<file path="src/rtl/pwr_wake_pkg.sv">
package pwr_wake_pkg;

  typedef enum logic [1:0] {
    PM_NORMAL = 2'd0,
    PM_IDLE   = 2'd1,
    PM_SLEEP  = 2'd2,
    PM_WARM   = 2'd3
  } pmState_t;

  // strobes from control to datapath
  typedef struct packed {
    logic startWarm;
    logic resume;
    logic vector;
    logic rstHit;
  } pmStrobe_t;

endpackage

</file>
<file path="src/rtl/pwr_wake_dp.sv">
module pwr_wake_dp
  import pwr_wake_pkg::*;
#(
  parameter int NUM_IRQ = 4,
  parameter int WARM_W  = 8,
  parameter int SYNC_N  = 2
) (
  input  logic               clk,
  input  logic               rstN,
  input  logic               sleepPinN,
  input  logic [NUM_IRQ-1:0] irqReq,
  input  logic [NUM_IRQ-1:0] irqEn,
  input  logic               wdtIrq,
  input  logic [NUM_IRQ-1:0] flagClr,
  input  logic [WARM_W-1:0]  warmLen,
  input  pmStrobe_t          stb,
  input  logic               inWarm,
  output logic               relLvl,
  output logic               relFall,
  output logic               irqWake,
  output logic               warmDone,
  output logic [NUM_IRQ-1:0] pendFlags,
  output logic               resumeNext,
  output logic               takeVector,
  output logic               resetReq
);

  logic [SYNC_N-1:0] syncQ;
  logic              edgeQ;
  logic [WARM_W-1:0] warmCnt;

  // pin synchronizer chain
  always_ff @(posedge clk or negedge rstN) begin
    if (!rstN) syncQ[0] <= 1'b1;
    else       syncQ[0] <= sleepPinN;
  end

  for (genvar s = 1; s < SYNC_N; s++) begin : g_sync
    always_ff @(posedge clk or negedge rstN) begin
      if (!rstN) syncQ[s] <= 1'b1;
      else       syncQ[s] <= syncQ[s-1];
    end
  end

  always_ff @(posedge clk or negedge rstN) begin
    if (!rstN) edgeQ <= 1'b1;
    else       edgeQ <= syncQ[SYNC_N-1];
  end

  assign relLvl  = syncQ[SYNC_N-1];
  assign relFall = edgeQ & ~syncQ[SYNC_N-1];
  assign irqWake = (|(irqReq & irqEn)) | wdtIrq;

  // warm-up down-counter, loaded on release
  always_ff @(posedge clk or negedge rstN) begin
    if (!rstN)                            warmCnt <= '0;
    else if (stb.startWarm)               warmCnt <= warmLen;
    else if (inWarm && warmCnt != '0)     warmCnt <= warmCnt - 1'b1;
  end

  assign warmDone = inWarm && (warmCnt <= WARM_W'(1));

  // sticky request flags, set wins over clear
  for (genvar i = 0; i < NUM_IRQ; i++) begin : g_flag
    always_ff @(posedge clk or negedge rstN) begin
      if (!rstN)           pendFlags[i] <= 1'b0;
      else if (irqReq[i])  pendFlags[i] <= 1'b1;
      else if (flagClr[i]) pendFlags[i] <= 1'b0;
    end
  end

  // registered one-cycle outputs
  always_ff @(posedge clk or negedge rstN) begin
    if (!rstN) begin
      resumeNext <= 1'b0;
      takeVector <= 1'b0;
      resetReq   <= 1'b0;
    end else begin
      resumeNext <= stb.resume;
      takeVector <= stb.vector;
      resetReq   <= stb.rstHit;
    end
  end

  AST_RESET_FLAG: assert property (@(posedge clk) disable iff (!rstN) stb.rstHit |=> resetReq);
  AST_PULSE_EXCL: assert property (@(posedge clk) disable iff (!rstN) !(resumeNext && takeVector));
  AST_FLAG_RECORD: assert property (@(posedge clk) disable iff (!rstN) (|irqReq) |=> (|pendFlags));

endmodule

</file>
<file path="src/rtl/pwr_wake_ctrl_fsm.sv">
module pwr_wake_ctrl_fsm
  import pwr_wake_pkg::*;
(
  input  logic      clk,
  input  logic      rstN,
  input  logic      sleepInsn,
  input  logic      modeSel,
  input  logic      edgeMode,
  input  logic      resetPinN,
  input  logic      wdtTimeout,
  input  logic      globalIe,
  input  logic      relLvl,
  input  logic      relFall,
  input  logic      irqWake,
  input  logic      warmDone,
  output pmState_t  state,
  output pmStrobe_t stb
);

  pmState_t nxt;
  logic     resetHit;
  logic     relWake;

  assign resetHit = !resetPinN || wdtTimeout;
  assign relWake  = edgeMode ? relFall : relLvl;

  always_comb begin
    nxt = state;
    stb = '0;
    unique case (state)
      PM_NORMAL: begin
        if (sleepInsn) begin
          if (!modeSel)                  nxt = PM_IDLE;
          else if (edgeMode || !relLvl)  nxt = PM_SLEEP;
        end
      end
      PM_IDLE: begin
        if (irqWake) begin
          nxt = PM_NORMAL;
          if (globalIe) stb.vector = 1'b1;
          else          stb.resume = 1'b1;
        end
      end
      PM_SLEEP: begin
        if (relWake) begin
          nxt           = PM_WARM;
          stb.startWarm = 1'b1;
        end
      end
      PM_WARM: begin
        if (warmDone) begin
          nxt        = PM_NORMAL;
          stb.resume = 1'b1;
        end
      end
      default: nxt = PM_NORMAL;
    endcase
    if (resetHit) begin
      nxt        = PM_NORMAL;
      stb        = '0;
      stb.rstHit = 1'b1;
    end
  end

  always_ff @(posedge clk or negedge rstN) begin
    if (!rstN) state <= PM_NORMAL;
    else       state <= nxt;
  end

  AST_RESET_NORMAL: assert property (@(posedge clk) disable iff (!rstN) resetHit |=> state == PM_NORMAL);
  AST_SLEEP_HOLD: assert property (@(posedge clk) disable iff (!rstN) (state == PM_SLEEP && !relWake && !resetHit) |=> state == PM_SLEEP);
  AST_LEVEL_GATE: assert property (@(posedge clk) disable iff (!rstN) (state == PM_NORMAL && sleepInsn && modeSel && !edgeMode && relLvl && !resetHit) |=> state == PM_NORMAL);
  AST_IDLE_HOLD: assert property (@(posedge clk) disable iff (!rstN) (state == PM_IDLE && !irqWake && !resetHit) |=> state == PM_IDLE);

endmodule

</file>
<file path="src/rtl/pwr_wake_ctrl.sv">
module pwr_wake_ctrl
  import pwr_wake_pkg::*;
#(
  parameter int NUM_IRQ = 4,
  parameter int WARM_W  = 8
) (
  input  logic               clk,
  input  logic               rstN,
  input  logic               sleepInsn,
  input  logic               modeSel,
  input  logic               edgeMode,
  input  logic               sleepPinN,
  input  logic               resetPinN,
  input  logic               wdtTimeout,
  input  logic               wdtIrq,
  input  logic [NUM_IRQ-1:0] irqReq,
  input  logic [NUM_IRQ-1:0] irqEn,
  input  logic               globalIe,
  input  logic [NUM_IRQ-1:0] flagClr,
  input  logic [WARM_W-1:0]  warmLen,
  output logic               oscEn,
  output logic               cpuClkEn,
  output logic [1:0]         pmMode,
  output logic               resumeNext,
  output logic               takeVector,
  output logic               resetReq,
  output logic [NUM_IRQ-1:0] pendFlags
);

  pmState_t  state;
  pmStrobe_t stb;
  logic      relLvl, relFall, irqWake, warmDone;

  pwr_wake_ctrl_fsm u_fsm (
    .clk(clk), .rstN(rstN), .sleepInsn(sleepInsn), .modeSel(modeSel),
    .edgeMode(edgeMode), .resetPinN(resetPinN), .wdtTimeout(wdtTimeout),
    .globalIe(globalIe), .relLvl(relLvl), .relFall(relFall),
    .irqWake(irqWake), .warmDone(warmDone), .state(state), .stb(stb)
  );

  pwr_wake_dp #(.NUM_IRQ(NUM_IRQ), .WARM_W(WARM_W), .SYNC_N(2)) u_dp (
    .clk(clk), .rstN(rstN), .sleepPinN(sleepPinN), .irqReq(irqReq),
    .irqEn(irqEn), .wdtIrq(wdtIrq), .flagClr(flagClr), .warmLen(warmLen),
    .stb(stb), .inWarm(state == PM_WARM), .relLvl(relLvl), .relFall(relFall),
    .irqWake(irqWake), .warmDone(warmDone), .pendFlags(pendFlags),
    .resumeNext(resumeNext), .takeVector(takeVector), .resetReq(resetReq)
  );

  assign oscEn    = (state != PM_SLEEP);
  assign cpuClkEn = (state == PM_NORMAL);
  assign pmMode   = state;

endmodule

</file>
<file path="config.mk">
export PLATFORM = sky130hd
export DESIGN_NAME = pwr_wake_ctrl
export DESIGN_NICKNAME = d
export VERILOG_FILES = /design/src/rtl/pwr_wake_pkg.sv /design/src/rtl/pwr_wake_dp.sv /design/src/rtl/pwr_wake_ctrl_fsm.sv /design/src/rtl/pwr_wake_ctrl.sv
export SDC_FILE = /design/constraint.sdc
export NUM_CORES = 1
export LEC_CHECK = 0
export ABC_AREA = 1
export BUFFER_PORTS_ARGS = -buffer_cell sky130_fd_sc_hd__buf_4
export CAP_MARGIN = 20
export CELL_PAD_IN_SITES_DETAIL_PLACEMENT = 0
export CELL_PAD_IN_SITES_GLOBAL_PLACEMENT = 1
export CORE_UTILIZATION = 32
export DETAILED_ROUTE_END_ITERATION = 12
export PLACE_DENSITY = 0.83
export SYNTH_ARGS = -nofsm -noshare
export SYNTH_HDL_FRONTEND = slang
export SYNTH_SLANG_ARGS = --single-unit
</file>
<file path="constraint.sdc">
create_clock -name clk -period 1.2 [get_ports clk]
set_input_delay 0.36 -clock clk [delete_from_list [all_inputs] [get_ports clk]]
set_output_delay 0.36 -clock clk [all_outputs]
set_load 0.1 [all_outputs]
</file>
==> flow_summary.json <==
{
  "status": "finished, violations left",
  "violations": "negative setup slack",
  "fill_cells": 351,
  "total_power_uw": 2730,
  "cap_violations": 0,
  "p_int_uw": 1720,
  "ff_latch_area_um2": 520,
  "end_kind": "output pin",
  "vias_per_cell": 4.50,
  "rows": 22,
  "synth_warnings": 0,
  "synth_cell_types": 25,
  "dieArea_um2": 4170,
  "cts.path.max_buffers": 2,
  "totalWireLength_mm": 3.57,
  "htreeDepth": 1,
  "p_sw_frac": 0.367,
  "fin_crit_ns": 1.47,
  "cts_tree": "built",
  "antenna_left": 0,
  "fin_crit_sh": 1.23,
  "hpwl_mm": 2.37,
  "worst_pin_slew_ns": 0.271,
  "leakage_uw": 0.00113,
  "gp_congestion": 0.806,
  "diodes": 0,
  "fmax_mhz": 678,
  "slew_violations": 0,
  "area_growth_pct": 79.2,
  "hold_class": "in -> reg",
  "p_comb_frac": 0.496,
  "cts_root_buf": "clkbuf_8",
  "cts_sinks": 20,
  "grt_use_total": 0.182,
  "clockPowerShare": 0.195,
  "synthCells": 164,
  "cp.required_ns": 0.84,
  "first_global_vias": 1276,
  "switchingPower_uw": 1000,
  "relSlewSlack": 0.820,
  "regMostFlops": "u_dp.warmCnt",
  "arrival_ns": 1.11,
  "drt-initial-drc-count": 73,
  "core_um2": 3720,
  "grt_max_degree": 21,
  "power_density_nw_per_um2": 1210,
  "grt_pass1_wl_mm": 5.77,
  "syn_area_um2": 1250,
  "drc_errors": 0,
  "synth_top_cell_area_share": 0.339,
  "clock_latency_ns": 0.26,
  "synth_area_leaders": "dfrtp_1 (34%), nand2_1 (9.9%), nand3_1 (8.4%)",
  "avgSynthCellArea_um2": 7.64,
  "synth_seq_area_share": 0.402,
  "fin_nets": 284,
  "skew_ns": 0.00927,
  "initial_core_util": 0.337,
  "hold-worst-slack_ns": 0.203,
  "synthesis.nets": 197,
  "critPathMaxFanout": 4,
  "yosysTopAreaCell": "dfrtp_1",
  "setup_slack_ns": -0.275,
  "crit_type": "reg -> out",
  "top_regs": "u_dp.warmCnt x8, u_dp.pendFlags x4, u_fsm.state x2",
  "synthFlopType": "dfrtp_1",
  "finalHoldViolCount": 0,
  "firstDrtPassIters": 4,
  "async_flop_share": 1.00,
  "clk_pin_slew_ns": 0.08,
  "largest_reg_flops": 8,
  "wire_per_inst_um": 12.0,
  "io_pins": 41,
  "drive_above_1_share": 0.520,
  "grt-ovfl-total": 0,
  "chipWidth_um": 64.6,
  "antenna_found_initial": 0,
  "multiInputGateArea_um2": 759,
  "synth_commonest_cells": "nand2_1 (33), inv_1 (25), nand3_1 (21), nor2_1 (20), dfrtp_1 (17)",
  "vias": 1342,
  "setup-violations-final": 22,
  "irDropWorstVdd_mv": 0.526,
  "startpoint_type": "flip-flop",
  "cts_buffers": 3,
  "ys_ff_latch": 20,
  "seqPwrFrac": 0.309,
  "synth-edff-count": 0,
  "chipHeight_um": 64.6,
  "io_buffer_count": 40,
  "grt_setup_unrepaired": "true",
  "synth_most_common_cell": "nand2_1"
}
[metrics by stage]
step	util	area, um2	worst slack, ns	setup TNS, ns	cells
floorplan	-	1310	-0.463	-4.56	164
global placement	0.508	1890	-0.227	-2.19	283
detailed placement	0.508	1890	-0.227	-2.43	283
CTS	0.579	2150	-0.279	-3.00	294
global route	0.605	2250	-0.306	-4.19	298
finish	0.605	2250	-0.275	-2.92	298
[cell usage in the layout, fill, tap and decap left out]
master | Yosys | final
buf_6 | 2 | 8
clkbuf_8 | 0 | 4
or2_0 | 3 | 3
nand4_1 | 4 | 4
o21a_1 | 2 | 2
dfrtp_4 | 0 | 2
o21ai_2 | 3 | 3
dfrtp_2 | 0 | 7
ha_4 | 0 | 1
nor2_8 | 1 | 1
a21oi_2 | 1 | 1
buf_8 | 0 | 1
buf_12 | 0 | 8
a21boi_1 | 0 | 1
o21ai_0 | 3 | 2
nand2_8 | 0 | 3
buf_4 | 0 | 64
nor2_4 | 0 | 4
inv_1 | 25 | 20
o31ai_1 | 1 | 1
nand3_1 | 21 | 20
nand2_1 | 33 | 30
o21bai_1 | 4 | 4
nor2_1 | 20 | 13
nor2_2 | 2 | 5
dfstp_2 | 3 | 3
nand3b_1 | 1 | 1
dfrtp_1 | 17 | 8
inv_4 | 0 | 1
ha_1 | 3 | 2
nand2_4 | 3 | 5
nand2_2 | 3 | 3
nand3_2 | 1 | 2
a21oi_1 | 2 | 2
dlygate4sd3_1 | 0 | 1
inv_2 | 0 | 4
o21ai_1 | 5 | 6
[worst paths after layout]
kind	start	end	slack [ns]	cells past startpoint
max in group asynchronous	rstN	u_dp.relLvl	0.40	2
worst min-delay path	sleepPinN	u_dp.syncQ[0]	0.20	1
worst max register to register	u_fsm.state[0]	u_dp.warmCnt[1]	-0.20	7
worst max-delay path	u_fsm.state[0]	cpuClkEn	-0.27	2
worst min register to register	u_dp.syncQ[0]	u_dp.relLvl	0.38	0
min in group asynchronous	rstN	u_dp.warmCnt[2]	0.52	2
[routing by layer]
layer / GRT usage / vias to the layer above / wire length, um
met5: 0 / - / 0
li1: - / 700 / -
met2: 0.307 / 32 / 1800
met3: 0.0317 / 4 / 145
met1: 0.238 / 606 / 1600
met4: 0.0472 / 0 / 24
[power groups by stage]
stage | registers [uW] | logic [uW] | clock network (uW)
after floorplan | 962 | 501 | 0
after global placement | 843 | 1100 | 0
after detailed placement | 842 | 1110 | 0
after CTS | 833 | 1260 | 544
after global routing | 849 | 1470 | 579
final | 842 | 1350 | 531
[cell type report]
cell class,instances,area share
clock buffer,4,0.0245
timing repair buffer,82,0.336
multi-input combinational,119,0.338
inverter,25,0.0429
sequential,20,0.232
tap,48,0.0267
[critical path, cell delays in order (launching register included)]
cell	delay (ns)
dfrtp_4	0.52
nor2_4	0.15
buf_12	0.18
[timing repair]
action,4_1_cts,5_1_grt
buffers inserted,4,4
gates cloned,2,0
setup endpoints to repair,23,23
gates resized for setup,38,18
endpoints found under the hold margin,17,0
hold buffers,1,0
pin swaps,10,6
[cells by family after synthesis]
group           share of synthesized area
flops                               0.402
simple gates                        0.359
fa+ha+maj                          0.0299
compound gates                      0.116
buf+inv                            0.0928
Note: power is estimated with default switching activity, not from simulation.
